$ cat config.mk
export PLATFORM = sky130hd
export DESIGN_NAME = line_retire_ctrl
export DESIGN_NICKNAME = d
export VERILOG_FILES = /design/src/rtl/line_retire_pkg.sv /design/src/rtl/retire_table.sv /design/src/rtl/retire_counter.sv /design/src/rtl/coh_guard.sv /design/src/rtl/line_retire_ctrl.sv
export SDC_FILE = /design/constraint.sdc
export NUM_CORES = 1
export LEC_CHECK = 0
export BUFFER_PORTS_ARGS = -buffer_cell sky130_fd_sc_hd__buf_4
export CORE_ASPECT_RATIO = 0.75
export CORE_MARGIN = 2
export CORE_UTILIZATION = 55
export DETAILED_ROUTE_END_ITERATION = 12
export PLACE_DENSITY_LB_ADDON = 0.1
export SLEW_MARGIN = 5
export SYNTH_ARGS = -nofsm -noshare
export SYNTH_HDL_FRONTEND = slang
export SYNTH_SLANG_ARGS = --single-unit
$ cat constraint.sdc
create_clock -name clk -period 3.15 [get_ports clk]
set_clock_uncertainty 0.1 [all_clocks]
set_input_delay 0.63 -clock clk [delete_from_list [all_inputs] [get_ports clk]]
set_output_delay 0.63 -clock clk [all_outputs]
set_load 0.02 [all_outputs]
$ cat src/rtl/line_retire_pkg.sv
package line_retire_pkg;

    // Coherence codes held in a tag; 3'b111 is reserved for retired lines.
    typedef enum logic [2:0] {
        COH_INVALID  = 3'b000,
        COH_SHARED   = 3'b001,
        COH_EXCL     = 3'b010,
        COH_MODIFIED = 3'b011,
        COH_NEVER    = 3'b111
    } coh_state_e;

    typedef enum logic [2:0] {
        ST_IDLE,
        ST_LOOKUP,
        ST_RETIRE,
        ST_REWRITE,
        ST_AWAIT
    } ctl_state_e;

endpackage

$ cat src/rtl/retire_table.sv
module retire_table #(
    parameter int IDX_W   = 6,
    parameter int ENTRIES = 4
) (
    input  logic             clk,
    input  logic             rst_n,
    input  logic             wr_en,
    input  logic [IDX_W-1:0] wr_line,
    input  logic [IDX_W-1:0] lk_line,
    output logic             lk_hit
);
    localparam int PTR_W = (ENTRIES > 1) ? $clog2(ENTRIES) : 1;
    localparam logic [PTR_W-1:0] LAST = PTR_W'(ENTRIES - 1);

    logic [PTR_W-1:0]  wptr;
    logic [ENTRIES-1:0] vld;
    logic [IDX_W-1:0]  line_q [ENTRIES];
    logic [ENTRIES-1:0] match;

    // FIFO insertion: the pointer always names the earliest-written slot once full.
    always_ff @(posedge clk) begin
        if (!rst_n) begin
            wptr <= '0;
            vld  <= '0;
            for (int i = 0; i < ENTRIES; i++) line_q[i] <= '0;
        end else if (wr_en) begin
            vld[wptr]    <= 1'b1;
            line_q[wptr] <= wr_line;
            wptr         <= (wptr == LAST) ? '0 : wptr + 1'b1;
        end
    end

    // Parallel compare across all slots.
    for (genvar g = 0; g < ENTRIES; g++) begin : g_cmp
        assign match[g] = vld[g] && (line_q[g] == lk_line);
    end

    assign lk_hit = |match;
endmodule

$ cat src/rtl/retire_counter.sv
module retire_counter #(
    parameter int CNT_W = 4
) (
    input  logic             clk,
    input  logic             rst_n,
    input  logic             inc,
    output logic [CNT_W-1:0] count
);
    localparam logic [CNT_W-1:0] TOP = {CNT_W{1'b1}};

    always_ff @(posedge clk) begin
        if (!rst_n)                     count <= '0;
        else if (inc && count != TOP)   count <= count + 1'b1;
    end
endmodule

$ cat src/rtl/coh_guard.sv
module coh_guard
    import line_retire_pkg::*;
(
    input  logic [2:0] tag_state,
    output logic       blocked
);
    assign blocked = (tag_state == COH_NEVER);
endmodule

$ cat src/rtl/line_retire_ctrl.sv
module line_retire_ctrl
    import line_retire_pkg::*;
#(
    parameter int IDX_W   = 6,
    parameter int ENTRIES = 4,
    parameter int CNT_W   = 4
) (
    input  logic             clk,
    input  logic             rst_n,
    input  logic             mode_reread,
    input  logic             err_valid,
    output logic             err_ready,
    input  logic [IDX_W-1:0] err_line,
    output logic             rw_req,
    output logic [IDX_W-1:0] rw_line,
    input  logic             rw_done,
    input  logic             rw_err,
    output logic             dis_valid,
    output logic [IDX_W-1:0] dis_line,
    output logic [2:0]       dis_state,
    output logic [CNT_W-1:0] dis_count,
    input  logic [2:0]       probe_state,
    output logic             probe_blocked
);
    ctl_state_e       state, state_nx;
    logic [IDX_W-1:0] cap_line;
    logic             tbl_hit, tbl_wr;

    retire_table #(.IDX_W(IDX_W), .ENTRIES(ENTRIES)) u_table (
        .clk(clk), .rst_n(rst_n), .wr_en(tbl_wr), .wr_line(cap_line),
        .lk_line(cap_line), .lk_hit(tbl_hit)
    );

    retire_counter #(.CNT_W(CNT_W)) u_count (
        .clk(clk), .rst_n(rst_n), .inc(dis_valid), .count(dis_count)
    );

    coh_guard u_guard (.tag_state(probe_state), .blocked(probe_blocked));

    // State register
    always_ff @(posedge clk) begin
        if (!rst_n) state <= ST_IDLE;
        else        state <= state_nx;
    end

    // Captured report
    always_ff @(posedge clk) begin
        if (!rst_n)                        cap_line <= '0;
        else if (err_valid && err_ready)   cap_line <= err_line;
    end

    // Transitions
    always_comb begin
        state_nx = state;
        unique case (state)
            ST_IDLE:    if (err_valid) state_nx = mode_reread ? ST_REWRITE : ST_LOOKUP;
            ST_LOOKUP:  state_nx = tbl_hit ? ST_RETIRE : ST_IDLE;
            ST_RETIRE:  state_nx = ST_IDLE;
            ST_REWRITE: state_nx = ST_AWAIT;
            ST_AWAIT:   if (rw_done) state_nx = rw_err ? ST_RETIRE : ST_IDLE;
            default:    state_nx = ST_IDLE;
        endcase
    end

    // Outputs
    always_comb begin
        err_ready = 1'b0;
        tbl_wr    = 1'b0;
        dis_valid = 1'b0;
        rw_req    = 1'b0;
        unique case (state)
            ST_IDLE:    err_ready = 1'b1;
            ST_LOOKUP:  tbl_wr    = !tbl_hit;
            ST_RETIRE:  dis_valid = 1'b1;
            ST_REWRITE: rw_req    = 1'b1;
            ST_AWAIT:   ;
            default:    ;
        endcase
    end

    assign rw_line   = cap_line;
    assign dis_line  = cap_line;
    assign dis_state = COH_NEVER;
endmodule

==> results of run 1 <==
per-stage QoR:
| step | cell area, um2 | hold WS [ns] | power, mW | worst slack, ns |
|---|---|---|---|---|
| finish | 2491 | 0.3875 | 1.192 | 0.4075 |
| global route | 2491 | 0.4395 | 1.240 | 0.2111 |
| CTS | 2491 | 0.3831 | 1.194 | 0.4372 |
| detailed placement | 2401 | 0.3615 | 0.8423 | 0.4621 |
| global placement | 2401 | 0.3536 | 0.8376 | 0.5314 |
| floorplan | 2200 | 0.3364 | 0.7901 | 0.5565 |
registers in the layout (all words and copies together) (netlist names):
register / count
u_table.vld: 4
u_count.count: 4
u_table.line_q: 24
dis_line: 6
u_table.wptr: 2
state: 3
per-layer routing:
layer / vias to the layer above / global-route usage / wire [um]
met1: 760 / 0.3034 / 2032
li1: 780 / - / -
met4: 0 / 0.09351 / 80
met5: - / 0 / 0
met2: 76 / 0.3358 / 2101
met3: 7 / 0.04141 / 377
critical path, stage by stage, from the launching register on:
cell	delay [ns]
dfxtp_1	0.57
xnor2_1	0.12
nand4_1	0.13
nor4_1	0.10
nor4_4	0.47
nand2_2	0.40
o31ai_1	0.34
buf_4	0.21
synth_stat cells, drive strengths merged, types with 2 or more instances:
library cell | n | area (um2)
and3 | 2 | 12.51
nor3 | 22 | 110.1
edfxtp | 24 | 720.7
nand4 | 5 | 31.28
a21oi | 8 | 40.04
xor2 | 13 | 113.9
xnor2 | 13 | 113.9
inv | 10 | 37.54
dfxtp | 19 | 380.4
buf | 18 | 126.4
o31ai | 4 | 30.03
nor4 | 11 | 108.9
nor2 | 23 | 86.33
a31oi | 5 | 31.28
nand2 | 13 | 51.30
mux2i | 3 | 30.03
ha | 5 | 62.56
clkbuf | 8 | 30.03
final cells by class:
type	instances	area, um2
Inverter	10	37.54
Timing Repair Buffer	39	292.8
Fill cell	307	1241
Sequential cell	43	1101
Multi-Input combinational cell	139	904.6
Tap cell	52	65.06
Clock buffer	7	86.33
Clock inverter	1	3.754
report_power, final:
| part | leakage, nW | internal [mW] | switching [mW] | total, mW |
|---|---|---|---|---|
| Combinational | 0.538 | 0.0746 | 0.108 | 0.182 |
| Clock | 0.0459 | 0.176 | 0.185 | 0.360 |
| Sequential | 0.404 | 0.617 | 0.0321 | 0.649 |
cells by family after synthesis:
family                     synth area share
AOI/OAI and AO/OA                   0.05537
xor gates and xnor gates             0.1039
adders and majority gates           0.02854
buffers and inverters               0.08847
DFF                                  0.5023
muxes                               0.01370
other                              0.001711
and+or+nand+nor                      0.2061
cells in the final DEF (no fill, tap or decap), drive strengths merged, types with 4 or more instances in the layout:
| cell | n |
|---|---|
| buf | 39 |
| edfxtp | 24 |
| nor4 | 11 |
| xnor2 | 13 |
| nor2 | 23 |
| nand2 | 13 |
| clkbuf | 7 |
| o31ai | 4 |
| nand4 | 5 |
| dfxtp | 19 |
| ha | 5 |
| nor3 | 22 |
| a21oi | 8 |
| xor2 | 13 |
| inv | 10 |
| a31oi | 5 |
path summary, 6_finish.rpt:
kind / end / slack [ns] / cells past startpoint
worst max-delay path: u_table.line_q[0][1]$_SDFFCE_PN0P_ / 0.41 / 7
worst min-delay path: u_table.vld[3]$_SDFFE_PN0P_ / 0.39 / 2
worst max register to register: u_table.line_q[0][1]$_SDFFCE_PN0P_ / 0.41 / 7
worst min register to register: u_table.vld[3]$_SDFFE_PN0P_ / 0.39 / 2
==> results by group, run 1 <==
Outcome
  – Outcome: complete, no violations

Clock tree
  – H-Tree Depth: 2
  – Longest Clk Path Bufs: 2
  – Clk root buf: clkbuf_8
  – Worst skew pair latency: ~0.30 ns
  – TritonCTS clock tree: done
  – Postcts setup bufs: 0
  – Clk pin slew, worst setup/hold paths: around 0.080 ns
  – CTS Hold Bufs: 0
  – CTS buffer count: 5
  – Post_cts resized: 0
  – Clock Sinks: 43

Worst setup path
  – Worst path required time: a little over 3 ns
  – Worst Setup SP: dis_line[5]$_SDFFE_PN0P_
  – Crit path kind: reg2reg
  – Data arrival, critical path: ~2.7 ns
  – Critical path fanouts, max: 23
  – Startpoint types: flop
  – RR Startpoint: dis_line[5]$_SDFFE_PN0P_
  – Nature of the critical path endpoint: flop

Global route
  – Largest net degree at the start of global routing: 24
  – Vias in the first global route: 1,502
  – Grt total ovfl: 0
  – Antenna violations before repair: 0
  – GRT Total Usage: 0.2169
  – First-pass GRT wire length: 7293 um

Drt
  – Drt pass-1 iters: 4
  – DR WL/cell: approximately 16 um
  – Vias: approximately 1,600
  – DR vias/cell: about 5.6
  – Initial DRC count: ~140
  – Residual DRC: 0
  – Post-route antenna net violation count: 0
  – Overall routed net length: 4590 um

Timing
  – Final min period: 2.743 ns
  – Final setup violation count: 0
  – RSZ-0062 raised after global routing: false
  – Fin. max-slew vios: 0
  – Max Clock Freq: between 0.3 and 0.4 GHz
  – Slew margin rel.: 0.5212
  – Final hold violation count: 0
  – Final period util: 0.8706
  – Setup TNS: 0 ns
  – Worst slew pin tran: 0.7173 ns

Die
  – Starting Density: 0.5873
  – Die area: between 4000 and 5000 um2
  – Die Ht: just under 60 um
  – Core Area: about 3700 um2
  – IO Pins: 38
  – FP Rows: 19
  – Die X: around 77 um

Min path
  – Worst hold start: u_table.vld[3]$_SDFFE_PN0P_
  – Worst hold path class: reg2reg

Finish
  – Nets@finish: about 260
  – N_diodes: 0
  – Area growth syn-to-layout: 13.64%
  – Final std cells w/o fill: about 290
  – Fin util: 0.6674
  – Share of cells above drive strength 1: 0.2134

Synthesis
  – Synth Flop Type: edfxtp_1
  – EDFF count, synth: 24
  – Synthesized area: 2192 um2
  – Register area share after synthesis: 0.5023
  – Mapped Cells: around 220
  – Synth cell types: 33
  – Async SR Flop Fraction: 0
  – Syn avg cell area: just over 10 um2
  – Yosys Warn Count: 0
  – #FFs+latches synth: 43

Place
  – Placer Congestion: 0.8223
  – HPWL after detailed placement: roughly 3200 um
  – Placed insts: ~280
  – Port bufs: 34

Pwr
  – Maximum vdd drop: ~400 uV
  – LEAKAGE: approximately 1 nW
  – Power density of the placed cells: between 400 and 500 nW/um2

Run
  – Max-cap violations: 0
Power figures use the tool's default switching activity.
==> run 2, diff against run 1 <==
- CORE_ASPECT_RATIO: 0.75 -> 0.7
==> run 2 against run 1 <==
Non-clock buffer count unchanged. Final cell count unchanged. Utilization decreased by 2.7 points. Critical path type unchanged.
==> results by group, run 2 (synthesis gave the netlist of run 1 again) <==
Worst setup path
  – Crit path kind: reg2reg
  – RR Startpoint: dis_line[4]$_SDFFE_PN0P_
  – Data arrival, critical path: approximately 2.6 ns
  – Flop2flop setup slack: between 0.4 and 0.5 ns
  – Nature of the critical path endpoint: flop
  – Worst path required time: between 3 and 4 ns
  – Startpoint types: flop
  – Path depth of the worst reg2reg path: 7
  – Critical-path top delay cell: dfxtp_1
  – Critical path fanouts, max: 19
  – Critical path, cell by cell: xnor2_1 -> nand4_1 -> nor4_1 -> nor4_4 -> nand2_2 -> o31ai_1 -> buf_4
  – RR Endpoint: u_table.line_q[2][2]$_SDFFCE_PN0P_
  – Slowest Stage Delay on Critical Path: roughly 0.60 ns

Clock tree
  – Post_cts resized: 0
  – CTS buffer count: 5
  – Longest Clk Path Bufs: 2
  – CTS Hold Bufs: 0
  – H-Tree Depth: 2
  – Clk pin slew, worst setup/hold paths: roughly 0.080 ns
  – TritonCTS clock tree: done
  – Clock Sinks: 43
  – Clk root buf: clkbuf_8
  – Worst skew pair latency: ~0.30 ns
  – Postcts setup bufs: 0

Finish
  – N_diodes: 0
  – Commonest cells after routing, fill and taps aside: buf_4 (39), edfxtp_1 (24), nor2_1 (23), nor3_1 (22), dfxtp_1 (19)
  – Commonest non-fill, non-tap cell in the layout: buf_4
  – Final instance area: 2482 um2
  – Top reg by flops: u_table.line_q
  – Share of cells above drive strength 1: 0.2134
  – Area growth syn-to-layout: 13.24%
  – Max reg flops: 24
  – Nets@finish: between 200 and 300

Timing
  – Final setup violation count: 0
  – RSZ-0062 raised after global routing: false
  – Final min period: approximately 2.7 ns
  – Final period util: 0.8486
  – Max Clock Freq: between 0.3 and 0.4 GHz
  – Worst slew pin tran: between 0.7 and 0.8 ns
  – Final hold violation count: 0
  – Fin. max-slew vios: 0
  – Setup TNS: 0 ns
  – Slew margin rel.: 0.5222
  – Hold_ws: ~0.41 ns

Global route
  – Vias in the first global route: approximately 1,500
  – First-pass GRT wire length: around 7500 um
  – Antenna violations before repair: 0
  – Largest net degree at the start of global routing: 24
  – GRT Total Usage: 0.2245
  – Grt total ovfl: 0

Pwr
  – Maximum vdd drop: between 200 and 250 uV
  – LEAKAGE: 0.9836 nW
  – Power density of the placed cells: 469.2 nW/um2

Min path
  – Worst hold start: u_table.vld[3]$_SDFFE_PN0P_
  – Worst Hold Depth: 2
  – Min-Delay Endpoint: u_table.vld[3]$_SDFFE_PN0P_
  – Worst hold path class: reg2reg

Run
  – Max-cap violations: 0

Die
  – IO Pins: 38
  – Die Ht: 56.82 um
  – Starting Density: 0.5657
  – FP Rows: 19
  – Die area: 4515 um2
  – Core Area: slightly below 4000 um2
  – Die X: approximately 79 um

Outcome
  – Outcome: complete, no violations

Place
  – Port bufs: 34
  – HPWL after detailed placement: about 3200 um
  – Dpl cell area: approximately 2400 um2
  – Placer Congestion: ~0.85

Drt
  – Residual DRC: 0
  – Drt pass-1 iters: 5
  – Initial DRC count: 126
  – Overall routed net length: around 4400 um
  – DR vias/cell: approximately 5.5
  – DR WL/cell: ~15 um
  – Post-route antenna net violation count: 0
  – Vias: approximately 1,600
-- run 2: critical path: cells and delay by family (launching register included) --
family          cells  cell delay [ns]
simple gates        4             0.99
flops               1             0.60
compound gates      1             0.34
buf+inv             1             0.20
xor+xnor            1             0.16
-- run 2: final cells by class --
type | instances | area [um2]
clock buffers | 7 | 76.32
flip-flops and latches | 43 | 1101
clock inverters | 1 | 5.005
multi-input cells | 139 | 904.6
repair buffers | 39 | 292.8
fillers | 318 | 1393
inverters | 10 | 37.54
well taps | 52 | 65.06
-- run 2: where the power goes --
group,internal (mW),switching (mW)
clock network,0.156,0.182
registers,0.617,0.0337
logic,0.0741,0.102
-- run 2: stage by stage --
step | worst slack [ns] | total power, mW | std cells | util
6_report | 0.4770 | 1.165 | 291 | 0.6406
5_1_grt | 0.2360 | 1.225 | 291 | 0.6406
4_1_cts | 0.4574 | 1.170 | 291 | 0.6406
3_5_place_dp | 0.4669 | 0.8395 | 283 | 0.6196
3_3_place_gp | 0.6167 | 0.8356 | 283 | 0.6196
2_1_floorplan | 0.5565 | 0.7901 | 218 | -
-- run 2: worst max-delay path by stage --
stage               cells after the start  slack, ns                            endpoint                      from
global placement                        7       0.62  u_table.line_q[2][1]$_SDFFCE_PN0P_  dis_line[4]$_SDFFE_PN0P_
detailed placement                      7       0.47  u_table.line_q[2][4]$_SDFFCE_PN0P_  dis_line[4]$_SDFFE_PN0P_
finish                                  7       0.48  u_table.line_q[2][2]$_SDFFCE_PN0P_  dis_line[4]$_SDFFE_PN0P_
floorplan                               7       0.56  u_table.line_q[0][0]$_SDFFCE_PN0P_  dis_line[2]$_SDFFE_PN0P_
global route                            7       0.24  u_table.line_q[1][0]$_SDFFCE_PN0P_  dis_line[4]$_SDFFE_PN0P_
CTS                                     7       0.46  u_table.line_q[2][4]$_SDFFCE_PN0P_  dis_line[4]$_SDFFE_PN0P_
-- run 2: layer usage --
metal / vias to the layer above / global-route usage / wire, um
met2: 58 / 0.3241 / 1926
met5: - / 0 / 0
met1: 752 / 0.3191 / 2052
met3: 4 / 0.07395 / 373
li1: 784 / - / -
met4: 0 / 0.07143 / 36
==> run 3, diff against run 2 <==
- clock period: 3.15 -> 2.5 ns (I/O delays scaled with it)
==> run 3 against run 2 <==
Non-clock buffer count is 9 higher. Largest power group unchanged. Wire length is 5.7% higher. Sequential share of layout area is 1.6 points lower. Count of clock-buffer cells in the layout is 1 higher. Critical endpoint is now u_table.line_q[1][3]$_SDFFCE_PN0P_. Utilization is 2.6 points higher. Worst setup slack worse by 0.26 ns. Via count is 3.5% higher.
==> results by group, run 3 (synthesis gave the netlist of run 1 again) <==
Outcome
  – Outcome: complete, no violations

Clock tree
  – Clock Sinks: 43
  – Longest Clk Path Bufs: 2
  – CTS Hold Bufs: 0
  – H-Tree Depth: 2
  – Clk root buf: clkbuf_8
  – TritonCTS clock tree: done
  – CTS buffer count: 5
  – Worst skew pair latency: roughly 0.3 ns
  – Clk pin slew, worst setup/hold paths: approximately 0.08 ns

Finish
  – Fin util: 0.6665
  – Nets@finish: between 200 and 300
  – Area growth syn-to-layout: 17.81%
  – N_diodes: 0
  – Commonest cells after routing, fill and taps aside: buf_4 (48), edfxtp_1 (24), nor2_1 (23), nor3_1 (22), dfxtp_1 (16)
  – Commonest non-fill, non-tap cell in the layout: buf_4
  – Final instance area: roughly 2600 um2
  – Max reg flops: 24
  – Top reg by flops: u_table.line_q
  – Share of cells above drive strength 1: 0.2661

Timing
  – Max Clock Freq: about 0.44 GHz
  – RSZ-0062 raised after global routing: false
  – Slew margin rel.: 0.5247
  – Final setup violation count: 0
  – Worst slew pin tran: roughly 0.71 ns
  – Hold_ws: around 0.32 ns
  – Setup TNS: 0 ns
  – Final period util: 0.9147
  – Final min period: around 2.3 ns
  – Fin. max-slew vios: 0
  – Final hold violation count: 0

Drt
  – Initial DRC count: about 130
  – Residual DRC: 0
  – DR WL/cell: 15.46 um
  – Drt pass-1 iters: 4
  – DR vias/cell: 5.513
  – Vias: approximately 1,700
  – Overall routed net length: approximately 4600 um
  – Post-route antenna net violation count: 0

Die
  – Die area: 4515 um2
  – FP Rows: 19
  – Die X: between 70 and 80 um
  – Starting Density: 0.5657
  – IO Pins: 38
  – Core Area: 3875 um2
  – Die Ht: between 50 and 60 um

Worst setup path
  – Critical path, cell by cell: buf_4 -> xnor2_1 -> nand4_1 -> nor4_1 -> nor4_4 -> nand2_2 -> o31ai_1 -> buf_4
  – Critical-path top delay cell: dfxtp_1
  – Startpoint types: flop
  – Slowest Stage Delay on Critical Path: ~0.42 ns
  – Data arrival, critical path: about 2.2 ns
  – Critical path fanouts, max: 8
  – Crit path kind: reg2reg
  – CP delay by family, top: simple AND/OR/NAND/NOR gates
  – Nature of the critical path endpoint: flop
  – Buf/Inv on CP: 2
  – CP most frequent cell: buf_4
  – Worst path required time: about 2.4 ns

Global route
  – Antenna violations before repair: 0
  – Grt total ovfl: 0
  – Vias in the first global route: between 1,500 and 2,000
  – Largest net degree at the start of global routing: 24
  – First-pass GRT wire length: 7645 um
  – GRT Total Usage: 0.2255

Place
  – Port bufs: 34
  – HPWL after detailed placement: 3491 um
  – Dpl cell area: between 2000 and 2500 um2
  – Placer Congestion: approximately 0.84

Pwr
  – Switching Share: 0.2630
  – Power density of the placed cells: a little under 600 nW/um2
  – LEAKAGE: roughly 1.0 nW
  – Maximum vdd drop: 350.1 uV
  – Switching power of the nets: about 400 uW
  – Clock power share: 0.311
  – Power Internal: about 1.1 mW
  – Power share of the combinational group: 0.161
  – Seq pwr share: 0.528

Min path
  – Worst hold path class: in2reg

Run
  – Max-cap violations: 0
-- run 3: cell types whose count changed in the layout (fill, tap and decap cells not counted) --
cell and change:
o31ai_2 +2, dfxtp_1 -3, clkbuf_8 +2, clkinv_2 -1, o31ai_1 -2, dfxtp_2 +3, clkbuf_1 -1, buf_4 +9
-- run 3: layout make-up --
cell class              count  area [um2]
repair buffers             48       360.3
flip-flops and latches     43        1105
fillers                   319        1292
multi-input cells         139       914.6
inverters                  10       37.54
well taps                  52       65.06
clock buffers               8       100.1
-- run 3: worst paths after layout --
path / slack (ns) / to / cells after the start / startpoint
setup / recovery: 0.21 / u_table.line_q[1][3]$_SDFFCE_PN0P_ / 8 / dis_line[5]$_SDFFE_PN0P_
hold / removal: 0.32 / dis_line[5]$_SDFFE_PN0P_ / 3 / err_line[5]
setup reg to reg: 0.21 / u_table.line_q[1][3]$_SDFFCE_PN0P_ / 8 / dis_line[5]$_SDFFE_PN0P_
hold reg to reg: 0.44 / u_table.vld[1]$_SDFFE_PN0P_ / 2 / u_table.vld[1]$_SDFFE_PN0P_
-- run 3: metrics by stage --
step	std cells	worst slack, ns	total power [mW]
4_1_cts	299	0.1136	1.551
6_report	300	0.2133	1.540
2_1_floorplan	218	-0.09352	0.9972
3_5_place_dp	291	0.1289	1.074
3_3_place_gp	291	0.1749	1.069
5_1_grt	300	0.006210	1.608
-- run 3: layer usage --
metal,wire (um),vias up,share of wire,global-route usage
li1,-,794,-,-
met1,2026,781,0.44,0.3212
met2,2143,72,0.46,0.3409
met3,407,7,0.088,0.04823
met4,61,0,0.013,0.07882
met5,0,-,0,0
-- run 3: power by group through the flow --
stage | Sequential (mW) | Combinational [mW] | Clock (mW)
after floorplan | 0.822 | 0.176 | 0
after global placement | 0.827 | 0.243 | 0
after detailed placement | 0.828 | 0.246 | 0
after CTS | 0.812 | 0.248 | 0.492
after global routing | 0.818 | 0.273 | 0.518
final | 0.813 | 0.249 | 0.479
-- run 3: timing repair --
| item | 4_1_cts | 5_1_grt |
|---|---|---|
| gates resized for setup | 0 | 3 |
| setup buffers | 0 | 1 |
| endpoints found under the setup margin | 0 | 32 |
-- run 3: worst min-delay path, delay by kind of cell --
kind | cells | cell delay [ns]
compound gates | 1 | 0.05
buf+inv | 1 | 0.08
simple gates | 1 | 0.07
